`config.mk`:
```
export PLATFORM = sky130hd
export DESIGN_NAME = txring_engine
export DESIGN_NICKNAME = d
export VERILOG_FILES = /design/src/rtl/txring_pkg.sv /design/src/rtl/txring_regs.sv /design/src/rtl/txring_walk.sv /design/src/rtl/txring_engine.sv
export SDC_FILE = /design/constraint.sdc
export NUM_CORES = 1
export LEC_CHECK = 0
export ABC_AREA = 1
export BUFFER_PORTS_ARGS = -buffer_cell sky130_fd_sc_hd__buf_4
export CAP_MARGIN = 20
export CORE_MARGIN = 2
export CORE_UTILIZATION = 57
export CTS_CLUSTER_DIAMETER = 40
export DETAILED_ROUTE_END_ITERATION = 6
export PLACE_DENSITY_LB_ADDON = 0.2
export SETUP_SLACK_MARGIN = 0.1
export SKIP_CTS_REPAIR_TIMING = 1
export SYNTH_ARGS = -nofsm -noshare
export SYNTH_HDL_FRONTEND = slang
export SYNTH_SLANG_ARGS = --single-unit
export TNS_END_PERCENT = 20
```
`constraint.sdc`:
```
create_clock -name clk -period 2.9 [get_ports clk]
set_clock_uncertainty 0.05 [all_clocks]
set_input_delay 0.58 -clock clk [delete_from_list [all_inputs] [get_ports clk]]
set_output_delay 0.58 -clock clk [all_outputs]
set_load 0.05 [all_outputs]
```
`src/rtl/txring_pkg.sv`:
```
package txring_pkg;

   typedef enum logic [2:0] {
      S_IDLE,
      S_INFO,
      S_PTR,
      S_DATA,
      S_EMIT,
      S_WB
   } walk_st_t;

   // register indices decoded by software
   localparam logic [3:0] REG_STATUS = 4'd1;
   localparam logic [3:0] REG_ENABLE = 4'd2;
   localparam logic [3:0] REG_CTRL   = 4'd3;
   localparam logic [3:0] REG_POLL   = 4'd4;
   localparam logic [3:0] REG_BASE   = 4'd7;

   // status / enable / control bits
   localparam int ST_DONE  = 0;
   localparam int ST_CHAIN = 3;
   localparam int ST_KICK  = 31;
   localparam int CT_GLOB  = 0;
   localparam int CT_TXEN  = 3;

   // descriptor control word
   localparam int D_OWN   = 31;
   localparam int D_FIRST = 16;
   localparam int D_LAST  = 17;
   localparam int D_LEN_W = 11;

   // frame result bit positions in the writeback, frm_stat[0..5]
   localparam int D_CARR  = 21;
   localparam int D_DEFER = 22;
   localparam int D_DROP  = 23;
   localparam int D_RETRY = 24;
   localparam int D_LATE  = 28;
   localparam int D_UFLO  = 29;

endpackage

```
`src/rtl/txring_regs.sv`:
```
module txring_regs
   import txring_pkg::*;
#(
   parameter int POLL_W     = 16,
   parameter bit TIMED_POLL = 1'b1
) (
   input  logic        clk,
   input  logic        rst_n,
   input  logic        reg_we,
   input  logic [3:0]  reg_addr,
   input  logic [31:0] reg_wdata,
   output logic [31:0] reg_rdata,
   input  logic        frame_done,
   input  logic        chain_err,
   input  logic        poll_take,
   output logic        run,
   output logic        poll_req,
   output logic [31:0] ring_base,
   output logic        irq
);

   logic              done_q, chain_q, pend_q;
   logic              en_done_q, en_chain_q;
   logic              glob_q, txen_q;
   logic [POLL_W-1:0] rate_q;
   logic [28:0]       base_q;
   logic              tick_hit;

   wire wr_stat = reg_we && (reg_addr == REG_STATUS);
   wire kick    = wr_stat && reg_wdata[ST_KICK];

   always_ff @(posedge clk or negedge rst_n) begin
      if (!rst_n) begin
         done_q     <= 1'b0;
         chain_q    <= 1'b0;
         pend_q     <= 1'b0;
         en_done_q  <= 1'b0;
         en_chain_q <= 1'b0;
         glob_q     <= 1'b0;
         txen_q     <= 1'b0;
         rate_q     <= '0;
         base_q     <= '0;
      end else begin
         done_q  <= (done_q  & ~(wr_stat & reg_wdata[ST_DONE]))  | frame_done;
         chain_q <= (chain_q & ~(wr_stat & reg_wdata[ST_CHAIN])) | chain_err;
         pend_q  <= (pend_q & ~poll_take) | kick | tick_hit;
         if (reg_we) begin
            case (reg_addr)
               REG_ENABLE: begin
                  en_done_q  <= reg_wdata[ST_DONE];
                  en_chain_q <= reg_wdata[ST_CHAIN];
               end
               REG_CTRL: begin
                  glob_q <= reg_wdata[CT_GLOB];
                  txen_q <= reg_wdata[CT_TXEN];
               end
               REG_POLL: rate_q <= reg_wdata[POLL_W-1:0];
               REG_BASE: base_q <= reg_wdata[31:3];
               default: ;
            endcase
         end
      end
   end

   generate
      if (TIMED_POLL) begin : g_timer
         logic [POLL_W-1:0] tick_q;
         always_ff @(posedge clk or negedge rst_n) begin
            if (!rst_n)                            tick_q <= '0;
            else if (rate_q == '0 || tick_hit)     tick_q <= '0;
            else                                   tick_q <= tick_q + 1'b1;
         end
         assign tick_hit = (rate_q != '0) && (tick_q == rate_q - 1'b1);
      end else begin : g_no_timer
         assign tick_hit = 1'b0;
      end
   endgenerate

   assign run       = glob_q && txen_q;
   assign poll_req  = pend_q;
   assign ring_base = {base_q, 3'b000};
   assign irq       = (done_q && en_done_q) || (chain_q && en_chain_q);

   always_comb begin
      reg_rdata = '0;
      case (reg_addr)
         REG_STATUS: begin
            reg_rdata[ST_DONE]  = done_q;
            reg_rdata[ST_CHAIN] = chain_q;
         end
         REG_ENABLE: begin
            reg_rdata[ST_DONE]  = en_done_q;
            reg_rdata[ST_CHAIN] = en_chain_q;
         end
         REG_CTRL: begin
            reg_rdata[CT_GLOB] = glob_q;
            reg_rdata[CT_TXEN] = txen_q;
         end
         REG_POLL: reg_rdata = 32'(rate_q);
         REG_BASE: reg_rdata = ring_base;
         default:  reg_rdata = '0;
      endcase
   end

   AST_STATUS_W1C: assert property (@(posedge clk) disable iff (!rst_n)
      (wr_stat && reg_wdata[ST_DONE] && !frame_done) |=> !done_q);
   AST_IRQ_NEEDS_FLAG: assert property (@(posedge clk) disable iff (!rst_n)
      irq |-> (done_q || chain_q));

endmodule

```
`src/rtl/txring_walk.sv`:
```
module txring_walk
   import txring_pkg::*;
#(
   parameter int RING_DEPTH = 128,
   localparam int IDX_W = (RING_DEPTH > 1) ? $clog2(RING_DEPTH) : 1
) (
   input  logic        clk,
   input  logic        rst_n,
   input  logic        run,
   input  logic        poll_req,
   input  logic [31:0] ring_base,
   input  logic [5:0]  frm_stat,
   output logic        mem_req,
   output logic        mem_we,
   output logic [31:0] mem_addr,
   output logic [31:0] mem_wdata,
   input  logic        mem_ack,
   input  logic [31:0] mem_rdata,
   output logic        tx_valid,
   output logic [7:0]  tx_data,
   output logic        tx_last,
   input  logic        tx_ready,
   output logic        poll_take,
   output logic        frame_done,
   output logic        chain_err
);

   walk_st_t             st_q;
   logic [IDX_W-1:0]     idx_q;
   logic [D_LEN_W-1:0]   len_q, cnt_q;
   logic                 first_q, last_q, chain_q, open_q;
   logic [31:0]          ptr_q, word_q;

   wire [31:0]         desc_addr = ring_base + (32'(idx_q) << 3);
   wire [31:0]         byte_addr = ptr_q + 32'(cnt_q);
   wire [1:0]          lane      = byte_addr[1:0];
   wire [D_LEN_W-1:0]  cnt_nx    = cnt_q + 1'b1;
   wire                ring_end  = (idx_q == IDX_W'(RING_DEPTH - 1));
   wire                rd_first  = mem_rdata[D_FIRST];
   wire                bad_chain = (rd_first && open_q) || (!rd_first && !open_q);
   wire                wb_done   = (st_q == S_WB) && mem_ack;

   always_comb begin
      mem_wdata           = '0;
      mem_wdata[D_FIRST]  = first_q;
      mem_wdata[D_LAST]   = last_q;
      mem_wdata[D_LEN_W-1:0] = len_q;
      if (last_q && !chain_q) begin
         mem_wdata[D_CARR]  = frm_stat[0];
         mem_wdata[D_DEFER] = frm_stat[1];
         mem_wdata[D_DROP]  = frm_stat[2];
         mem_wdata[D_RETRY] = frm_stat[3];
         mem_wdata[D_LATE]  = frm_stat[4];
         mem_wdata[D_UFLO]  = frm_stat[5];
      end
   end

   always_comb begin
      mem_req = (st_q == S_INFO) || (st_q == S_PTR) || (st_q == S_DATA) || (st_q == S_WB);
      mem_we  = (st_q == S_WB);
      case (st_q)
         S_PTR:   mem_addr = desc_addr + 32'd4;
         S_DATA:  mem_addr = {byte_addr[31:2], 2'b00};
         default: mem_addr = desc_addr;
      endcase
   end

   assign tx_valid   = (st_q == S_EMIT);
   assign tx_data    = word_q[{lane, 3'b000} +: 8];
   assign tx_last    = tx_valid && last_q && (cnt_nx == len_q);
   assign poll_take  = (st_q == S_IDLE) && run && poll_req;
   assign frame_done = wb_done && last_q && !chain_q;
   assign chain_err  = wb_done && chain_q;

   always_ff @(posedge clk or negedge rst_n) begin
      if (!rst_n) begin
         st_q    <= S_IDLE;
         idx_q   <= '0;
         len_q   <= '0;
         cnt_q   <= '0;
         first_q <= 1'b0;
         last_q  <= 1'b0;
         chain_q <= 1'b0;
         open_q  <= 1'b0;
         ptr_q   <= '0;
         word_q  <= '0;
      end else begin
         case (st_q)
            S_IDLE: if (poll_take) st_q <= S_INFO;
            S_INFO: if (mem_ack) begin
               first_q <= mem_rdata[D_FIRST];
               last_q  <= mem_rdata[D_LAST];
               len_q   <= mem_rdata[D_LEN_W-1:0];
               cnt_q   <= '0;
               chain_q <= bad_chain;
               if (!mem_rdata[D_OWN])  st_q <= S_IDLE;
               else if (bad_chain)     st_q <= S_WB;
               else                    st_q <= S_PTR;
            end
            S_PTR: if (mem_ack) begin
               ptr_q <= mem_rdata;
               st_q  <= (len_q == '0) ? S_WB : S_DATA;
            end
            S_DATA: if (mem_ack) begin
               word_q <= mem_rdata;
               st_q   <= S_EMIT;
            end
            S_EMIT: if (tx_ready) begin
               cnt_q <= cnt_nx;
               if (cnt_nx == len_q)    st_q <= S_WB;
               else if (lane == 2'd3)  st_q <= S_DATA;
            end
            S_WB: if (mem_ack) begin
               idx_q  <= ring_end ? '0 : idx_q + 1'b1;
               open_q <= !(chain_q || last_q);
               st_q   <= run ? S_INFO : S_IDLE;
            end
            default: st_q <= S_IDLE;
         endcase
      end
   end

   AST_REQ_HELD: assert property (@(posedge clk) disable iff (!rst_n)
      (mem_req && !mem_ack) |=> (mem_req && $stable(mem_addr) && $stable(mem_we) && $stable(mem_wdata)));
   AST_WB_RELEASES: assert property (@(posedge clk) disable iff (!rst_n)
      (mem_req && mem_we) |-> !mem_wdata[D_OWN]);
   AST_IDLE_WHEN_OFF: assert property (@(posedge clk) disable iff (!rst_n)
      ((st_q == S_IDLE) && !run) |=> !mem_req);
   AST_IDX_IN_RING: assert property (@(posedge clk) disable iff (!rst_n)
      32'(idx_q) < RING_DEPTH);
   AST_STREAM_HOLD: assert property (@(posedge clk) disable iff (!rst_n)
      (tx_valid && !tx_ready) |=> (tx_valid && $stable(tx_data) && $stable(tx_last)));
   AST_NO_MIXED: assert property (@(posedge clk) disable iff (!rst_n)
      $onehot0({tx_valid, mem_req}));

endmodule

```
`src/rtl/txring_engine.sv`:
```
module txring_engine
   import txring_pkg::*;
#(
   parameter int RING_DEPTH = 128,
   parameter int MAX_BUF    = 1536,
   parameter int POLL_W     = 16,
   parameter bit TIMED_POLL = 1'b1
) (
   input  logic        clk,
   input  logic        rst_n,
   input  logic        reg_we,
   input  logic [3:0]  reg_addr,
   input  logic [31:0] reg_wdata,
   output logic [31:0] reg_rdata,
   output logic        mem_req,
   output logic        mem_we,
   output logic [31:0] mem_addr,
   output logic [31:0] mem_wdata,
   input  logic        mem_ack,
   input  logic [31:0] mem_rdata,
   output logic        tx_valid,
   output logic [7:0]  tx_data,
   output logic        tx_last,
   input  logic        tx_ready,
   input  logic [5:0]  frm_stat,
   output logic        irq
);

   localparam int LEN_MAX = (1 << D_LEN_W) - 1;

   generate
      if (RING_DEPTH < 2) begin : g_bad_depth
         $error("txring_engine: RING_DEPTH must be at least 2");
      end
      if (MAX_BUF < 1 || MAX_BUF > LEN_MAX) begin : g_bad_buf
         $error("txring_engine: MAX_BUF must fit the length field");
      end
      if (POLL_W < 3 || POLL_W > 32) begin : g_bad_poll
         $error("txring_engine: POLL_W must be within 3..32");
      end
   endgenerate

   logic        run, poll_req, poll_take, frame_done, chain_err;
   logic [31:0] ring_base;

   txring_regs #(
      .POLL_W     (POLL_W),
      .TIMED_POLL (TIMED_POLL)
   ) u_regs (
      .clk        (clk),
      .rst_n      (rst_n),
      .reg_we     (reg_we),
      .reg_addr   (reg_addr),
      .reg_wdata  (reg_wdata),
      .reg_rdata  (reg_rdata),
      .frame_done (frame_done),
      .chain_err  (chain_err),
      .poll_take  (poll_take),
      .run        (run),
      .poll_req   (poll_req),
      .ring_base  (ring_base),
      .irq        (irq)
   );

   txring_walk #(
      .RING_DEPTH (RING_DEPTH)
   ) u_walk (
      .clk        (clk),
      .rst_n      (rst_n),
      .run        (run),
      .poll_req   (poll_req),
      .ring_base  (ring_base),
      .frm_stat   (frm_stat),
      .mem_req    (mem_req),
      .mem_we     (mem_we),
      .mem_addr   (mem_addr),
      .mem_wdata  (mem_wdata),
      .mem_ack    (mem_ack),
      .mem_rdata  (mem_rdata),
      .tx_valid   (tx_valid),
      .tx_data    (tx_data),
      .tx_last    (tx_last),
      .tx_ready   (tx_ready),
      .poll_take  (poll_take),
      .frame_done (frame_done),
      .chain_err  (chain_err)
   );

   AST_POLL_NEEDS_RUN: assert property (@(posedge clk) disable iff (!rst_n)
      poll_take |-> run);

endmodule

```
# --- Word-level counts from Yosys, hierarchy flattened ---
# Cells that the tools add are included.
classes:
  add_sub_neg: 7
  n_eq_ne: 21
  shifts: 1
  muxes: 25
  bitwise_logic: 12
  n_reduce_logical: 43
op_table:
  columns: ["op", "count"]
  rows:
  - ["$pmux W32 S2", 1]
  - ["$pmux W28 S2", 1]
  - ["$mux W3", 11]
  - ["$add A32 B10 Y32", 1]
  - ["$add A32 B11 Y32", 1]
  - ["$add A32 B3 Y32 const B", 1]
  - ["$shiftx A32 B6 Y8", 1]
  - ["$mux W11", 2]
  - ["$pmux W11 S2", 1]
  - ["$pmux W3 S6", 1]
  - ["$logic_and A1 B1 Y1", 17]
  - ["$add A16 B1 Y16 const B", 1]
  - ["$eq A16 B16 Y1", 1]
  - ["$logic_not A16 Y1", 1]
  - ["$mux W16", 1]
  - ["$reduce_and A2 Y1", 8]
  - ["$reduce_bool A16 Y1", 1]
  - ["$sub A16 B1 Y16 const B", 1]
  - ["$add A11 B1 Y11 const B", 1]
  - ["$eq A11 B11 Y1", 1]
  - ["$logic_not A11 Y1", 1]
  - ["$ne A2 B2 Y1 const B", 5]
  - ["$eq A4 B2 Y1 const B", 2]
  - ["$eq A4 B3 Y1 const B", 2]
  - ["other kinds (24)", 45]
word_totals:
  register_bits: 168
  in_bits: 79
  out_inout_bits: 109
  elab_cells: 129

# --- Logic depth before layout (Yosys ltp) ---
# Gate-level depths: netlist of run 1.
depth:
  depth_word: 7
  ltp_mapped: 16
  depth_no_buf: 16

# --- Hierarchy ---
# From an unflattened synthesis of run 1, not the netlist that was laid out.
unflattened:
  hier_cells: 1868
  area_unflattened_um2: 12463.2
modules_own_cells:
  columns: ["module", "n_inst", "cells_per_inst", "area_each_um2", "seq_area_each_um2"]
  rows:
  - ["txring_walk", 1, 1359, 8652.0, 2502.4]
  - ["txring_regs", 1, 509, 3811.2, 1701.6]

# --- Least setup slack after synthesis of run 1 ---
# OpenSTA, ideal clock, no wires.
synth_path:
  kind: "flip-flop to output port"
  startpoint: "reg u_walk.idx_q[0]"
  endpoint: "out mem_addr[25]"
  arrival_time_ns: 2.781
  t_required_ns: 2.270
  setup_slack_ns: -0.511
  stages_incl_launch_ff: 13
  path_cell_list: "dfrtp_1 -> ha_1 -> inv_1 -> fa_1 -> inv_1 -> nand3_1 -> nand2_1 -> nand3_1 -> nand2_1 -> nand2_1 -> nor3_1 -> xor2_1 -> o21ai_0"
synth_between:
  elab_chain_len: 3
synth_lines:
  columns: ["item", "line_no", "rtl"]
  rows:
  - ["from (decl)", "txring_walk.sv:29", "logic [IDX_W-1:0] idx_q;"]
  - ["from (signal assigned)", "txring_walk.sv:114", "idx_q <= ring_end ? '0 : idx_q + 1'b1;"]
  - ["$add A32 B10 Y32 (*)", "txring_walk.sv:34", "wire [31:0] desc_addr = ring_base + (32'(idx_q) << 3);"]
  - ["$add A32 B3 Y32", "txring_walk.sv:62", "S_PTR: mem_addr = desc_addr + 32'd4;"]
  - ["$pmux W32 S2 (*)", "txring_walk.sv:61", "case (st_q)"]
  - ["to (decl)", "txring_engine.sv:17", "output logic [31:0] mem_addr,"]
# Mark *: on every way between the ends. The rest lies on a longest branch, timed or not.

# --- Worst setup path in the final report of run 1 ---
layout_path:
  startpoint: "reg u_walk.idx_q[0]"
  endpoint: "out mem_addr[21]"
# The elaborated chain is that of the path after synthesis.

==> impl_metrics.yaml, run 1 <==
clock_tree:
  cts.sinks: 168
  clk_latency_ns: 0.45
  clkTransAtPathRegs_ns: 0.07
  cts-root-buf: "clkbuf_16"
  cts.path.max_buffers: 2
  cts_tree: "built"
  cts_made_buffers: 17
  cts_htree_levels: 4
power_and_ir_drop:
  power_leakage_nw: 6.66
  p_sw_share_pct: 49.5
  seqPwrFrac_pct: 31.0
  p_comb_share_pct: 51.4
  switchingPower_mw: 6.29
  p_int_mw: 6.43
  ir_drop_mv: 1.43
  p_per_area_nw_per_um2: 942
  pwr-share-clk_pct: 17.6
grt:
  grt_max_degree: 65
  grt_pass1_wl_um: 50000
  antenna_found_initial: 0
  gr-total-overflow: 0
  grt_pass1_vias: 10200
  grtUsageTotal_pct: 31.5
logic_synthesis:
  synth-seq-cells: 168
  synthCells: 1509
  yosysSeqAreaShare_pct: 39.5
  ys_warn_count: 0
  syn-cell-area_um2: 10600
  synthArstFlopShare_pct: 100
  syn_avg_cell_area_um2: 7.06
  ys_types: 45
  yosys_most_used_dff: "dfrtp_1"
  synth-edff-count: 0
placement:
  dp.cells: 1912
  dp_hpwl_um: 23800
  place_ws_ns: -0.0682
  port_buffers: 172
  globalplace.congestion: 0.931
timing:
  hold_viol: 0
  fin_crit_sh_pct: 114
  rsz0062_at_grt: "true"
  period_needed_ns: 3.31
  worst_pin_slew_ns: 0.881
  fmax_mhz: 302
  slew_headroom_pct: 41.1
  slew_viol_final: 0
  setup_slack_ns: -0.407
  setup_viol: 35
routing:
  drt_iter0_drc: 948
  viasPerCell: 5.64
  wl_um: 32500
  wl_per_cell_um: 16.6
  route.antenna.remaining_nets: 0
  first_pass_iters: 6
  dr_total_vias: 11000
  drc: 0
floorplan:
  core_um2: 18100
  die_w_um: 141
  die_h_um: 141
  initial_core_util_pct: 58.7
  die_area_um2: 19800
  rows: 49
  boundaryPins: 188
finish:
  syn2layout_area_growth_pct: 26.8
  layout.nets: 1813
  finalNonFillerCells: 1952
  layout-drive-gt1-share_pct: 22.2
  insertedDiodeCount: 0
run:
  drv_cap: 0
critical_path:
  crit_arrival_ns: 2.68
  critPathCaptureType: "primary output"
  worst_ep_required_time_ns: 2.27
  r2r_cells: 12
  max_stage_delay_ns: 0.41
  cp_slowest_cell: "fa_2"
  start_kind: "flip-flop"
  r2r_start: "u_regs.rate_q[0]"
  crit_family: "adder cells"
  critPathBufInv: 3
  rr_endpoint: "u_regs.g_timer.tick_q[15]"
  r2r_slack_ns: 0.61
  path_cells: "ha_2, inv_2, fa_2, inv_2, nand3_2, nand2_2, nand3_2, nand2_4, nand2_4, xor2_2, nor2_1, a21oi_1, buf_4"
  critPathKind: "flip-flop to primary output"
  crit_fanout: 4
min_path:
  hold_path.class: "input pin to async pin"
outcome:
  status: "finished, violations left"
  violations: "negative setup slack"
## worst max-delay path by stage
| stage | slack (ns) | to | startpoint | cells after the start |
|---|---|---|---|---|
| final | -0.41 | mem_addr[21] | u_walk.idx_q[0] | 13 |
| after detailed placement | -0.07 | mem_addr[21] | u_walk.idx_q[0] | 13 |
| after CTS | -0.57 | mem_addr[21] | u_walk.idx_q[0] | 13 |
| after global placement | 0.04 | mem_addr[21] | u_walk.idx_q[0] | 13 |
| after global routing | -0.48 | mem_addr[21] | u_walk.idx_q[0] | 13 |
| after floorplan | -0.23 | mem_addr[10] | u_walk.idx_q[2] | 8 |
## per-layer routing
layer  vias up  track usage (%)  part of all wire (%)
met2       426             52.3                    48
met5         -                0                     0
li1       5266                -                     -
met3        65             6.73                   6.5
met4         0             10.2                   2.7
met1      5256             41.5                    42
## power by group through the flow
stage,Sequential (mW),Combinational [mW],Clock (mW)
after floorplan,3.93,4.12,0
after global routing,4.04,7.05,2.34
after CTS,3.88,6.13,2.26
after global placement,3.89,5.99,0
final,3.95,6.53,2.24
after detailed placement,3.91,6.09,0
## state kept, by name, indices dropped and copies added (netlist names), 3 cells and up
name                   flops
u_walk.ptr_q              32
u_walk.word_q             32
u_regs.base_q             29
u_regs.g_timer.tick_q     16
u_regs.rate_q             16
u_walk.cnt_q              11
u_walk.len_q              11
u_walk.idx_q               7
u_walk.st_q                3
## worst reg2reg max path, stage by stage (launching register included)
cell and delay, ns:
dfrtp_1 0.41, inv_1 0.15, ha_1 0.28, nand2_1 0.10, nor2_2 0.14, inv_1 0.09, nor2_1 0.12, xor2_1 0.17
nand4_1 0.11, nor2_1 0.15, nand2_2 0.10, nand2_4 0.22, nor2_1 0.07
## area by class of cell
class | count | area [um^2]
inverters | 201 | 758
clock inverters | 15 | 148
clock buffers | 17 | 425
repair buffers | 222 | 1780
multi-input cells | 1100 | 5900
fillers | 1481 | 4640
well taps | 229 | 287
flip-flops and latches | 168 | 4210
## cell families after synthesis
logic type                 synth area share, %
DFF                                       39.5
xor gates and xnor gates                  4.41
buffers and inverters                     9.79
other                                   0.0352
AOI/OAI and AO/OA                         15.0
adders and majority gates                 2.96
and+or+nand+nor                           28.3
## layout by cell type, fill, tap and decap left out, types with 13 or more instances in the layout
| cell type | synthesis | routed |
|---|---|---|
| a21oi_1 | 60 | 44 |
| a21oi_2 | 0 | 15 |
| buf_4 | 17 | 196 |
| buf_6 | 0 | 24 |
| clkbuf_16 | 0 | 17 |
| conb_1 | 1 | 15 |
| dfrtp_1 | 168 | 167 |
| inv_1 | 199 | 189 |
| nand2_1 | 353 | 339 |
| nand2_2 | 2 | 13 |
| nand3_1 | 97 | 92 |
| nand4_1 | 17 | 17 |
| nor2_1 | 170 | 165 |
| nor2_2 | 20 | 25 |
| nor3_1 | 24 | 19 |
| o21ai_0 | 196 | 165 |
| o21ai_1 | 2 | 15 |
| o21ai_2 | 1 | 18 |
| o22ai_1 | 20 | 19 |
| xor2_1 | 40 | 39 |
## Yosys cell counts (2+ instances only)
library cell | count | area, um^2
nand3_2 | 3 | 30.0
a32o_1 | 5 | 50.1
nor2_4 | 2 | 22.5
clkbuf_1 | 32 | 120
nand2_2 | 2 | 12.5
inv_1 | 199 | 747
buf_2 | 4 | 20.0
nor2_2 | 20 | 125
or2_2 | 4 | 25.0
a21oi_1 | 60 | 300
a22o_1 | 3 | 26.3
xor2_1 | 40 | 350
nand4_1 | 17 | 106
o21ai_0 | 196 | 981
o211ai_1 | 2 | 15.0
buf_4 | 17 | 128
o21ai_1 | 2 | 10.0
o21bai_1 | 2 | 15.0
xnor2_1 | 11 | 96.3
o22ai_1 | 20 | 125
nor2_1 | 170 | 638
nand2_1 | 353 | 1330
nor3_1 | 24 | 120
fa_1 | 2 | 40.0
nand3_1 | 97 | 485
nor4_1 | 11 | 68.8
dfrtp_1 | 168 | 4200
a31oi_1 | 3 | 18.8
nand3b_1 | 3 | 22.5
ha_1 | 22 | 275
## metrics by stage
stage          hold WS, ns  utilization (%)  TNS [ns]  power [mW]  instance area (um^2)
2_1_floorplan        0.234                -     -2.22        8.05                 10700
3_3_place_gp         0.414             68.1         0        9.88                 12400
3_5_place_dp         0.418             68.1    -0.150        9.99                 12400
4_1_cts             0.0765             71.3    -12.40        12.3                 12900
5_1_grt              0.111             74.4    -11.19        13.4                 13500
6_report            0.0385             74.4     -7.59        12.7                 13500
(Power assumes the default switching activity.)
==> inputs of run 2 (changes only) <==
--- a/config.mk
+++ b/config.mk
@@ -9,7 +9,7 @@
 export BUFFER_PORTS_ARGS = -buffer_cell sky130_fd_sc_hd__buf_4
 export CAP_MARGIN = 20
 export CORE_MARGIN = 2
-export CORE_UTILIZATION = 57
+export CORE_UTILIZATION = 62
 export CTS_CLUSTER_DIAMETER = 40
 export DETAILED_ROUTE_END_ITERATION = 6
 export PLACE_DENSITY_LB_ADDON = 0.2
==> constraint.sdc (replaced) <==
create_clock -name clk -period 4 [get_ports clk]
set_clock_uncertainty 0.05 [all_clocks]
set_input_delay 0.8 -clock clk [delete_from_list [all_inputs] [get_ports clk]]
set_output_delay 0.8 -clock clk [all_outputs]
set_load 0.05 [all_outputs]
==> run 2 against run 1 <==
Compared with the run above:
- sequential share of layout area rose by 1.9 points
- register-to-register slack gained 1.0 ns
- clock power fell by 22%
- non-clock buffer count down 37
- final area down 5.7%
- sequential power shrank 28%
- the run now ends clean
- largest cell class unchanged
- sequential cell count stayed put
- via count shrank 2.9%
- final cell count down 2.4%
- utilization up 1.8 points
==> impl_metrics.yaml, run 2 (same netlist as run 1, synthesis figures left out) <==
critical_path:
  crit_fanout: 7
  crit_start: "u_walk.cnt_q[0]"
  r2r_start: "u_regs.rate_q[0]"
  critPathCaptureType: "primary output"
  worst_ep_required_time_ns: 3.15
  rr_endpoint: "u_regs.g_timer.tick_q[15]"
  critPathKind: "flip-flop to primary output"
  start_kind: "flip-flop"
  r2r_cells: 9
  crit_arrival_ns: 2.90
  r2r_slack_ns: 1.65
routing:
  wl_per_cell_um: 16.1
  viasPerCell: 5.61
  drt_iter0_drc: 927
  wl_um: 30700
  drc: 0
  dr_total_vias: 10700
  route.antenna.remaining_nets: 0
  first_pass_iters: 6
placement:
  globalplace.congestion: 0.933
  port_buffers: 172
  dp_hpwl_um: 22800
floorplan:
  boundaryPins: 188
  initial_core_util_pct: 63.8
  die_w_um: 135
  die_area_um2: 18200
  die_h_um: 135
  rows: 47
  core_um2: 16700
clock_tree:
  cts.path.max_buffers: 2
  clk_latency_ns: 0.43
  cts_made_buffers: 17
  cts-root-buf: "clkbuf_16"
  cts_htree_levels: 4
  clkTransAtPathRegs_ns: 0.07
  cts_tree: "built"
  cts.sinks: 168
grt:
  grt.met1_usage_pct: 45.0
  gr-max-usage-layer: "met2"
  antenna_found_initial: 0
  gr-usage-met3_pct: 5.07
  grt_max_degree: 86
  grt_pass1_vias: 9941
  gr-total-overflow: 0
  grt_pass1_wl_um: 48600
  grt_util_met2_pct: 56.0
  grtUsageTotal_pct: 33.6
finish:
  syn2layout_area_growth_pct: 19.6
  layout.nets: 1776
  final_common_cell: "nand2_1"
  insertedDiodeCount: 0
  layout_common_cells: "353 x nand2_1, 199 x inv_1, 196 x o21ai_0, 183 x buf_4, 169 x nor2_1"
  largestRegisters: "u_walk.ptr_q (32), u_walk.word_q (32), u_regs.base_q (29)"
  layout-drive-gt1-share_pct: 15.2
timing:
  setup_viol: 0
  setup_tns_ns: 0
  period_needed_ns: 3.75
  fmax_mhz: 267
  worst_pin_slew_ns: 0.871
  rsz0062_at_grt: "true"
  slew_viol_final: 0
  fin_crit_sh_pct: 93.8
  slew_headroom_pct: 41.8
  hold_viol: 0
power_and_ir_drop:
  power_mw: 8.97
  power_leakage_nw: 6.44
  ir_drop_mv: 1.42
  p_per_area_nw_per_um2: 705
outcome:
  status: "finished, final reports clean"
run:
  drv_cap: 0
min_path:
  hold_path.class: "input pin to async pin"
-- run 2: changes by cell type in the layout (fill, tap and decap cells not counted), moves of 13 or more --
cell and change:
o21ai_0 +31, o21ai_1 -14, o21ai_2 -17, ha_1 +13, buf_4 -13, nand2_1 +14
buf_6 -23, a21oi_1 +15, a21oi_2 -14
-- run 2: worst max-delay path by stage --
stage	end	slack, ns
final	mem_addr[24]	0.25
after global routing	mem_addr[31]	0.08
after CTS	mem_addr[30]	0.14
after detailed placement	reg_rdata[4]	0.63
after global placement	reg_rdata[4]	0.64
after floorplan	mem_addr[25]	0.37
-- run 2: worst max-delay path: stages (launching register included) --
cell and delay, ns:
dfrtp_2 0.42, ha_1 0.18, inv_1 0.05, fa_1 0.36, inv_1 0.09, nand3_1 0.07
nand2_1 0.15, a21boi_2 0.11, o21bai_1 0.22, nand2_1 0.07, o21ai_0 0.10, or2_2 0.14
nand3_1 0.09, o21ai_0 0.16, buf_4 0.26
-- run 2: metrics by stage --
step,std cells,area [um^2],setup WS [ns],hold slack [ns],util (%)
floorplan,1523,10700,0.369,0.398,-
global placement,1872,12100,0.635,0.413,72.3
detailed placement,1872,12100,0.633,0.425,72.3
CTS,1904,12700,0.142,0.402,76.0
global route,1906,12700,0.0836,0.442,76.2
finish,1906,12700,0.250,0.381,76.2
-- run 2: final cells by class --
class / instances / area [um^2]
flip-flops and latches: 168 / 4210
clock inverters: 15 / 190
well taps: 220 / 275
repair buffers: 185 / 1410
fillers: 1330 / 3970
inverters: 201 / 754
multi-input cells: 1100 / 5480
clock buffers: 17 / 425
-- run 2: power by group --
| group | switching, mW | internal [mW] | total, mW |
|---|---|---|---|
| registers | 0.596 | 2.26 | 2.85 |
| clock network | 0.738 | 0.999 | 1.74 |
| logic | 3.02 | 1.36 | 4.39 |
-- run 2: routing by layer --
metal	routed length (um)	vias to the layer above
li1	-	5201
met1	13000	4970
met2	14800	449
met3	2030	74
met4	860	0
met5	0	-
==> inputs of run 3 (changes only) <==
--- a/config.mk
+++ b/config.mk
@@ -9,7 +9,7 @@
 export BUFFER_PORTS_ARGS = -buffer_cell sky130_fd_sc_hd__buf_4
 export CAP_MARGIN = 20
 export CORE_MARGIN = 2
-export CORE_UTILIZATION = 62
+export CORE_UTILIZATION = 52
 export CTS_CLUSTER_DIAMETER = 40
 export DETAILED_ROUTE_END_ITERATION = 6
 export PLACE_DENSITY_LB_ADDON = 0.2
==> constraint.sdc (replaced) <==
create_clock -name clk -period 3.38 [get_ports clk]
set_clock_uncertainty 0.05 [all_clocks]
set_input_delay 0.676 -clock clk [delete_from_list [all_inputs] [get_ports clk]]
set_output_delay 0.676 -clock clk [all_outputs]
set_load 0.05 [all_outputs]
==> run 3 against run 2 <==
Compared with the run above:
- sequential power is 19% higher
- final area is 4.9% higher
- critical path type unchanged
- the flow now finishes with violations (design-rule violations)
- clock-buffer cell count is 2 higher
- worst setup slack worse by 0.22 ns
- power is 19% higher
- utilization is 10 points lower
- global-route usage is 5.3 points lower
- largest power group unchanged
- non-clock buffer count is 23 higher
- final cell count is 3.8% higher
- sequential share of layout area is 1.5 points lower
- clock power is 6% higher
- worst hold slack worse by 0.11 ns
==> impl_metrics.yaml, run 3 (same netlist as run 1, synthesis figures left out) <==
timing:
  rsz0062_at_grt: "true"
  hold_viol: 0
  slew_headroom_pct: 38.5
  period_needed_ns: 3.35
  setup_viol: 0
  fin_crit_sh_pct: 99.1
  worst_pin_slew_ns: 0.920
  slew_viol_final: 0
  setup_slack_ns: 0.0298
  fmax_mhz: 298
clock_tree:
  cts_tree: "built"
  clk_latency_ns: 0.43
  cts.path.max_buffers: 2
  cts_made_buffers: 17
  cts_htree_levels: 4
  cts.sinks: 168
  cts-root-buf: "clkbuf_16"
  clkTransAtPathRegs_ns: 0.06
finish:
  layout_common_cells: "342 x nand2_1, 192 x inv_1, 192 x buf_4, 167 x o21ai_0, 162 x nor2_1"
  multi_input_area_um2: 5870
  largestRegisters: "u_walk.ptr_q (32), u_walk.word_q (32), u_regs.base_q (29)"
  regArea_um2: 4220
  layout.nets: 1799
  fin_util_pct: 66.2
  fill_cells: 1782
  syn2layout_area_growth_pct: 25.5
  final_common_cell: "nand2_1"
  layout-drive-gt1-share_pct: 21.1
  insertedDiodeCount: 0
routing:
  wl_per_cell_um: 16.0
  wl_um: 31700
  dr_total_vias: 10700
  viasPerCell: 5.42
  drc: 10
  drt_iter0_drc: 1008
  route.antenna.remaining_nets: 0
  first_pass_iters: 7
placement:
  place_ws_ns: 0.259
  dp_hpwl_um: 23800
  globalplace.congestion: 0.952
  port_buffers: 172
power_and_ir_drop:
  p_per_area_nw_per_um2: 802
  ir_drop_mv: 1.13
  power_mw: 10.7
  power_leakage_nw: 6.55
critical_path:
  worst_ep_required_time_ns: 2.65
  crit_fanout: 4
  r2r_start: "u_regs.rate_q[0]"
  crit_arrival_ns: 2.62
  start_kind: "flip-flop"
  critPathCaptureType: "primary output"
  r2r_cells: 12
  critPathKind: "flip-flop to primary output"
  r2r_slack_ns: 1.01
  rr_endpoint: "u_regs.g_timer.tick_q[4]"
floorplan:
  rows: 52
  initial_core_util_pct: 52.8
  die_h_um: 147
  core_um2: 20200
  die_w_um: 147
  boundaryPins: 188
  die_area_um2: 21600
run:
  drv_cap: 0
grt:
  grt_pass1_wl_um: 48900
  gr-max-usage-layer: "met2"
  grtUsageTotal_pct: 28.3
  grt.met1_usage_pct: 38.7
  grt_pass1_vias: 9830
  gr-total-overflow: 0
  grt_util_met2_pct: 46.4
  antenna_found_initial: 0
  grt_max_degree: 83
  gr-usage-met3_pct: 5.16
outcome:
  status: "finished, violations left"
  violations: "design-rule violations"
min_path:
  hold_path.class: "input pin to async pin"
[run 3: changes by cell type in the layout (fill, tap and decap cells not counted), sizes merged]
cell      delta
inv          -2
bufinv       -3
clkinvlp     +1
clkbuf       +2
clkinv       +1
buf         +23
[run 3: power breakdown]
group	internal (mW)	switching [mW]	total, mW	leakage [nW]
Clock	0.988	0.858	1.85	0.272
Sequential	2.67	0.727	3.40	2.10
Combinational	1.80	3.68	5.47	4.18
[run 3: per-stage QoR]
stage | cell area (um^2) | instances | TNS [ns] | hold slack (ns)
after floorplan | 10700 | 1523 | -0.216 | 0.330
after global placement | 12200 | 1932 | 0 | 0.418
after detailed placement | 12200 | 1932 | 0 | 0.421
after CTS | 12800 | 1963 | -2.32 | 0.289
after global routing | 13400 | 1978 | -0.717 | 0.309
final | 13400 | 1978 | 0 | 0.271
[run 3: worst max-delay path, cell delays in order (launching register included)]
cell and delay, ns:
dfrtp_1 0.36, ha_2 0.18, inv_1 0.05, fa_2 0.34, inv_2 0.08, nand3_1 0.08
nand2_2 0.10, nand3_1 0.09, nand2_2 0.15, nand2_2 0.10, nor3_4 0.20, xor2_1 0.09
o21ai_1 0.19, buf_6 0.19
[run 3: worst max-delay path by stage]
stage,startpoint,endpoint,depth (start not counted),slack (ns)
floorplan,u_walk.cnt_q[2],mem_addr[31],12,-0.07
global placement,u_walk.cnt_q[4],mem_addr[31],12,0.29
detailed placement,u_walk.cnt_q[3],mem_addr[24],11,0.26
CTS,u_walk.cnt_q[3],mem_addr[24],11,-0.22
global route,u_regs.base_q[0],mem_addr[25],13,-0.12
finish,u_regs.base_q[0],mem_addr[25],13,0.03
[run 3: per-layer routing]
metal / part of all wire, % / wire [um]
met4: 2.3 / 716
met1: 44 / 13800
met5: 0 / 0
met3: 5.8 / 1840
met2: 48 / 15300
[run 3: area by class of cell]
class,instances,share of cell area [%]
multi-input combinational,1100,43.9
sequential,168,31.6
timing repair buffer,208,12.2
inverter,201,5.67
clock buffer,19,3.39
tap,270,2.53
clock inverter,12,0.712
